## src/rtl/dmod_pkg.sv

```systemverilog
package dmod_pkg;

    typedef enum logic [1:0] {
        TC_TIED_LOW  = 2'd0,
        TC_FOLLOW    = 2'd1,
        TC_INVERTED  = 2'd2,
        TC_TIED_HIGH = 2'd3
    } tc_code_e;

    // Map the level seen in the high phase and in the low phase to a code.
    function automatic tc_code_e tc_from_levels(input logic hi_lvl, input logic lo_lvl);
        tc_code_e r;
        case ({hi_lvl, lo_lvl})
            2'b00:   r = TC_TIED_LOW;
            2'b10:   r = TC_FOLLOW;
            2'b01:   r = TC_INVERTED;
            default: r = TC_TIED_HIGH;
        endcase
        return r;
    endfunction

endpackage

```

## src/rtl/dmod_phase_gen.sv

```systemverilog
module dmod_phase_gen #(
    parameter int CHOP_CONV = 4
) (
    input  logic clk,
    input  logic rst_n,
    output logic ph1,
    output logic ph2,
    output logic chop_v,
    output logic chop_cp,
    output logic chop_cn,
    output logic cap_en
);
    localparam int CYC = 2 * CHOP_CONV;
    localparam int CW  = $clog2(CYC);

    typedef struct packed {
        logic [CW-1:0] cnt;
        logic          chop;
    } ph_state_t;

    ph_state_t st_d, st_q;

    always_comb begin
        st_d = st_q;
        if (st_q.cnt == CW'(CYC - 1)) begin
            st_d.cnt  = '0;
            st_d.chop = ~st_q.chop;
        end else begin
            st_d.cnt = st_q.cnt + CW'(1);
        end
    end

    always_ff @(posedge clk or negedge rst_n) begin
        if (!rst_n) st_q <= '0;
        else        st_q <= st_d;
    end

    assign ph1     = rst_n & ~st_q.cnt[0];
    assign ph2     = rst_n &  st_q.cnt[0];
    assign chop_v  = st_q.chop;
    assign chop_cp = st_q.chop;
    assign chop_cn = ~st_q.chop;
    assign cap_en  = st_q.cnt[0];
endmodule

```

## src/rtl/dmod_sample_reg.sv

```systemverilog
module dmod_sample_reg (
    input  logic clk,
    input  logic rst_n,
    input  logic cap_en,
    input  logic bs_v,
    input  logic bs_c,
    output logic v_bit,
    output logic c_bit
);
    typedef struct packed {
        logic v;
        logic c;
    } smp_t;

    smp_t smp_d, smp_q;

    always_comb begin
        smp_d = smp_q;
        if (cap_en) begin
            smp_d.v = bs_v;
            smp_d.c = bs_c;
        end
    end

    always_ff @(posedge clk or negedge rst_n) begin
        if (!rst_n) smp_q <= '0;
        else        smp_q <= smp_d;
    end

    assign v_bit = smp_q.v;
    assign c_bit = smp_q.c;
endmodule

```

## src/rtl/dmod_strap_dec.sv

```systemverilog
module dmod_strap_dec
    import dmod_pkg::*;
#(
    parameter int WIN = 8
) (
    input  logic       clk,
    input  logic       rst_n,
    input  logic       strap_gain,
    input  logic       strap_tc,
    output logic       gain32,
    output logic [1:0] tc_code
);
    localparam int WW = $clog2(WIN + 1);

    typedef struct packed {
        logic hi;
        logic primed;
    } neg_t;

    typedef struct packed {
        logic [WW-1:0] win;
        tc_code_e      cand;
        logic          ok;
        tc_code_e      code;
        logic          gain;
    } pos_t;

    neg_t n_d, n_q;
    pos_t p_d, p_q;

    tc_code_e pat;
    logic     match_ok;
    tc_code_e cand_use;

    always_comb begin
        n_d.hi     = strap_tc;
        n_d.primed = 1'b1;
    end

    always_ff @(negedge clk or negedge rst_n) begin
        if (!rst_n) n_q <= '0;
        else        n_q <= n_d;
    end

    always_comb begin
        pat      = tc_from_levels(n_q.hi, strap_tc);
        match_ok = (p_q.win == '0) ? 1'b1 : (p_q.ok && (pat == p_q.cand));
        cand_use = (p_q.win == '0) ? pat : p_q.cand;
        p_d      = p_q;
        p_d.gain = strap_gain;
        if (n_q.primed) begin
            p_d.ok   = match_ok;
            p_d.cand = cand_use;
            if (p_q.win == WW'(WIN - 1)) begin
                p_d.win = '0;
                if (match_ok) p_d.code = cand_use;
            end else begin
                p_d.win = p_q.win + WW'(1);
            end
        end
    end

    always_ff @(posedge clk or negedge rst_n) begin
        if (!rst_n) begin
            p_q.win  <= '0;
            p_q.cand <= TC_TIED_LOW;
            p_q.ok   <= 1'b0;
            p_q.code <= TC_TIED_LOW;
            p_q.gain <= 1'b0;
        end else begin
            p_q <= p_d;
        end
    end

    assign gain32  = p_q.gain;
    assign tc_code = p_q.code;
endmodule

```

## src/rtl/dmod_frontend.sv

```systemverilog
module dmod_frontend #(
    parameter int WIN_CYC   = 8,
    parameter int CHOP_CONV = 4
) (
    input  logic       meas_clk,
    input  logic       rst_n,
    input  logic       strap_gain,
    input  logic       strap_tc,
    input  logic       bs_volt,
    input  logic       bs_curr,
    output logic       ser_dat,
    output logic       ser_dat_n,
    output logic       conv_ph1,
    output logic       conv_ph2,
    output logic       chop_volt,
    output logic       chop_cur_p,
    output logic       chop_cur_n,
    output logic       gain_x32,
    output logic [1:0] tc_trim
);
    logic cap_en;
    logic v_bit;
    logic c_bit;

    dmod_phase_gen #(.CHOP_CONV(CHOP_CONV)) phase_i (
        .clk     (meas_clk),
        .rst_n   (rst_n),
        .ph1     (conv_ph1),
        .ph2     (conv_ph2),
        .chop_v  (chop_volt),
        .chop_cp (chop_cur_p),
        .chop_cn (chop_cur_n),
        .cap_en  (cap_en)
    );

    dmod_sample_reg sample_i (
        .clk    (meas_clk),
        .rst_n  (rst_n),
        .cap_en (cap_en),
        .bs_v   (bs_volt),
        .bs_c   (bs_curr),
        .v_bit  (v_bit),
        .c_bit  (c_bit)
    );

    dmod_strap_dec #(.WIN(WIN_CYC)) strap_i (
        .clk        (meas_clk),
        .rst_n      (rst_n),
        .strap_gain (strap_gain),
        .strap_tc   (strap_tc),
        .gain32     (gain_x32),
        .tc_code    (tc_trim)
    );

    // Clock-level interleave: voltage bit in the high phase, current in the low.
    assign ser_dat   = meas_clk ? v_bit : c_bit;
    assign ser_dat_n = ~ser_dat;
endmodule

```

## config.mk

```make
export PLATFORM = sky130hd
export DESIGN_NAME = dmod_frontend
export DESIGN_NICKNAME = d
export VERILOG_FILES = /design/src/rtl/dmod_pkg.sv /design/src/rtl/dmod_phase_gen.sv /design/src/rtl/dmod_sample_reg.sv /design/src/rtl/dmod_strap_dec.sv /design/src/rtl/dmod_frontend.sv
export SDC_FILE = /design/constraint.sdc
export NUM_CORES = 1
export LEC_CHECK = 0
export BUFFER_PORTS_ARGS = -buffer_cell sky130_fd_sc_hd__buf_4
export CAP_MARGIN = 30
export CORE_UTILIZATION = 50
export DETAILED_ROUTE_END_ITERATION = 7
export HOLD_SLACK_MARGIN = 0.03
export PLACE_DENSITY = 0.79
export SETUP_SLACK_MARGIN = 0.3
export SYNTH_ARGS = -nofsm -noshare
export SYNTH_HDL_FRONTEND = slang
export SYNTH_SLANG_ARGS = --single-unit
```

## constraint.sdc

```tcl
create_clock -name meas_clk -period 4 [get_ports meas_clk]
set_input_delay 0.2 -clock meas_clk [delete_from_list [all_inputs] [get_ports meas_clk]]
set_output_delay 0.2 -clock meas_clk [all_outputs]
set_load 0.005 [all_outputs]
```

### After elaboration in Yosys (flattened, before gate mapping)

Index checks and enable logic that the tools add are counted.

* flip-flop bits (word level): 18
* latch bits: 0
* memory bits (writable): 0
* memory bits (read-only): 0
* input port bits: 6
* output and inout port bits: 10
* memories: 0

* add/sub/neg operators: 2
* $mul: 0
* divide/modulo/power cells: 0
* $lt $le $gt $ge: 0
* equal/unequal tests: 5
* shift operators: 0
* multiplexer cells: 6
* bitwise logic cells: 5
* reduce and logical (&&, ||, !) cells: 4

Operator list (number)
* $pmux W2 S3: 1
* $add A4 B1 Y4 const B: 1
* $eq A4 B3 Y1 const B: 1
* $logic_not A4 Y1: 1
* $mux W4: 1
* $add A3 B1 Y3 const B: 1
* $eq A3 B3 Y1 const B: 1
* $mux W3: 1
* $not A1 Y1: 3
* $reduce_and A3 Y1: 1
* $and A1 B1 Y1: 2
* $eq A2 B1 Y1 const B: 1
* $eq A2 B2 Y1: 1
* $eq A2 B2 Y1 const B: 1
* $logic_not A2 Y1: 1
* $mux W1: 2
* $mux W2: 1
* $logic_and A1 B1 Y1: 1

### Logic depth before layout (Yosys ltp)

* word-level depth: 6
* gate-level depth with buffers: 5
* gate-level depth less buffers: 5

### Cells and area by module

A second synthesis with hierarchy kept.

* cell total of the unflattened synthesis: 61
* area total of the unflattened synthesis: 785.8 um^2

By module, submodules not included
* dmod_strap_dec: instances 1, cells each 43, area an instance 526.8 um^2, seq. area each 300.3 um^2
* dmod_phase_gen: instances 1, cells each 12, area an instance 161.4 um^2, seq. area each 100.1 um^2
* dmod_sample_reg: instances 1, cells each 4, area an instance 72.6 um^2, seq. area each 50.0 um^2
* dmod_frontend: instances 1, cells each 2, area an instance 25.0 um^2, seq. area each 0.0 um^2

==> results by group <==
Pwr
  – Net Sw Frac: 0.280
  – Power Density: about 610 nW/µm²
  – Reg power frac: 0.415
  – Pleak: between 0.5 and 0.6 nW
  – Switching power: between 150 and 200 µW
  – Clock power share: 0.422
  – Overall power: roughly 630 µW
  – Comb power frac: 0.164
  – VDD IR-drop max: between 0.3 and 0.4 mV
  – Internal power: approximately 450 µW

Detailed routing
  – Post-route DRC: 0
  – Via density: ~5.2
  – TritonRoute pass-1 iters: 3
  – Avg WL per Cell: approximately 13 µm
  – Via count: 550
  – Post-route ant nets: 0
  – Post-Route WL: around 1.4 mm
  – Initial drt markers: 15

Critical path
  – R2r setup slk: around 0.66 ns
  – Number of cells on the critical path: 11
  – Worst R2R End: strap_i.tc_code[1]
  – WP buf/inv: 10
  – Slowest CP cell: mux2i_1
  – CP dominant cell by count: clkbuf_4
  – Delay-heaviest family, CP: buffers and inverters
  – Reg2Reg Depth: 3
  – Crit path launch type: clock port
  – Critical Path Source: meas_clk
  – Worst setup path end: ser_dat
  – Crit Path Max Fanout: 2
  – Crit end category: output pin
  – Req. time, crit path: 3.80 ns
  – CP arrival: around 3.3 ns
  – Worst path max stage delay: 0.18 ns
  – Critical-path cell list: clkbuf_4 > clkbuf_4 > clkbuf_4 > clkbuf_4 > clkbuf_4 > mux2i_1 > clkbuf_4 > clkbuf_4 > clkbuf_4 > inv_1 > buf_4
  – R2r startpoint: strap_i.n_q[0]
  – CP Class: clock port to output pin

Floorplan
  – DIE WIDTH: approximately 41 µm
  – Placeable Area: around 1400 µm²
  – Die height: around 41 µm
  – Io pins: 16
  – Std cell rows: 13
  – Starting Density: 0.570
  – Die area: 1720 µm²

Finish
  – Final instance area: a little over 1000 µm²
  – Fillers: 86
  – Layout cell share with drive strength beyond 1: 0.385
  – Antenna diode count: 0
  – FF+latch area: 450 µm²
  – Final #Nets: ~100
  – Syn-to-layout area delta: 32.2%
  – Finished Core Util: 0.753
  – Area of the multi-input gates: between 200 and 300 µm²

Synthesis
  – Ys flop type: dfrtp_1
  – Ys async rst share: 1.00
  – Syn Nets: about 70
  – Syn. warnings: 0
  – Synth cell count leaders: 16 x dfrtp_1, 5 x inv_1
  – Flip-flop and latch count after synthesis: 18
  – Synth Area per Inst: 12.6 µm²
  – Cell with the most instances after synthesis: dfrtp_1
  – Synth Instances: 62
  – Post-synth top area share: 0.514
  – Synth top area cells: dfrtp_1 51%, dfrtn_1 6.4%, ha_1 6.4%
  – Cell area after synthesis: 778 µm²
  – Synth area leader: dfrtp_1
  – Seq/Total Area, Yosys: 0.579
  – Post-synth EDFFs: 0
  – Post-synthesis cell type count: 24

GRT
  – Gr busiest metal: met2
  – Total grt overflow: 0
  – M3 GR Usage: 0.183
  – First-pass GRT wire length: between 2 and 2.5 mm
  – Routing usage on met1: 0.208
  – Initial antenna violation count: 0
  – Total track usage: 0.225
  – Pin count of the biggest net entering global routing: 21
  – GRT met2 Usage: 0.284
  – Number of global-route vias before repair: a little over 600

Clock network
  – Reg clk slew, reported paths: approximately 0.10 ns
  – Worst skew pair latency: 0.40 ns
  – # resized after CTS: 0
  – # Post-CTS Setup Buffers: 0
  – TritonCTS clock tree: yes

Place
  – HPWL Detailed: between 800 and 900 µm
  – Area after DPL: between 800 and 900 µm²
  – IO Port Bufs: 15
  – Gpl congestion: 0.795

STA
  – Worst hold slack: between 0.05 and 0.06 ns
  – Max Clock Skew: approximately 0.011 ns
  – Final Hold Vio Count: 0
  – # setup viols final: 0
  – RSZ-0062 raised after global routing: no
  – Max-slew violation count: 0
  – Setup TNS: 0 ns

Status
  – Status: completed

Worst hold path
  – Hold/Removal Path Class: primary input to flip-flop

Run
  – MaxCap Viol Count: 0
cells by family (layout without fill, tap and decap cells):
group / count (synthesis) / count (layout) / share of synthesized area
compound gates: 5 / 5 / 0.0386
xor+xnor: 4 / 4 / 0.0450
fa+ha+maj: 4 / 4 / 0.0643
buf+inv: 9 / 38 / 0.0627
flops: 18 / 18 / 0.579
mux: 7 / 7 / 0.0997
other cells: 1 / 1 / 0.00482
simple gates: 14 / 14 / 0.106
how the worst min path moves through the flow:
stage	from	cells after the start	to	slack (ns)
after floorplan	rst_n	0	phase_i.cap_en	-0.1
after global placement	rst_n	1	strap_i.p_q[7]	0.08
after detailed placement	rst_n	1	strap_i.p_q[7]	0.08
after CTS	bs_curr	2	sample_i.c_bit	0.05
after global routing	bs_curr	2	sample_i.c_bit	0.05
final	bs_curr	2	sample_i.c_bit	0.06
stage by stage:
step           cells  worst slack, ns
2_1_floorplan     62            0.778
3_3_place_gp      88            0.725
3_5_place_dp      88            0.682
4_1_cts          106            0.422
5_1_grt          106            0.340
6_report         106            0.460
flip-flops by register name, indices dropped and copies added, names as in the netlist:
name and cells:
sample_i.v_bit 1, phase_i.cap_en 1, phase_i.chop_cp 1, sample_i.c_bit 1, strap_i.tc_code 2, strap_i.gain32 1, strap_i.p_q 7, phase_i.st_q 2
strap_i.n_q 2
power by group through the flow:
stage	Clock [mW]	Sequential (mW)	Combinational (mW)
finish	0.266	0.262	0.103
global route	0.296	0.267	0.116
CTS	0.276	0.262	0.104
detailed placement	0.0280	0.266	0.101
global placement	0.0280	0.262	0.0976
floorplan	0.0124	0.253	0.0810
layout by cell type, fill, tap and decap left out, drive strengths merged, types with 2 or more instances in the layout:
| cell | instances |
|---|---|
| nand4 | 2 |
| nor2b | 2 |
| ha | 4 |
| o21ai | 2 |
| nand2 | 4 |
| xnor2 | 3 |
| inv | 5 |
| dfrtp | 16 |
| mux2 | 6 |
| clkbuf | 15 |
| dfrtn | 2 |
| dlygate4sd3 | 3 |
| buf | 15 |
layout make-up:
class / instances / share of cell area
clock buffer: 17 / 0.130
clock inverter: 1 / 0.00365
inverter: 4 / 0.0146
multi-input combinational: 35 / 0.271
sequential: 18 / 0.438
tap: 15 / 0.0182
timing repair buffer: 16 / 0.124
routing by layer:
layer | routed length, µm | share of wire | vias up
met5 | 0 | 0 | -
met4 | 8 | 0.0056 | 0
met3 | 71 | 0.050 | 2
met2 | 736 | 0.52 | 21
met1 | 610 | 0.43 | 263
li1 | - | - | 264
timing repair:
action | 4_1_cts | 5_1_grt
endpoints found under the setup margin | 0 | 0
hold buffers | 3 | 0
endpoints found under the hold margin | 18 | 0
Power figures use the tool's default switching activity.
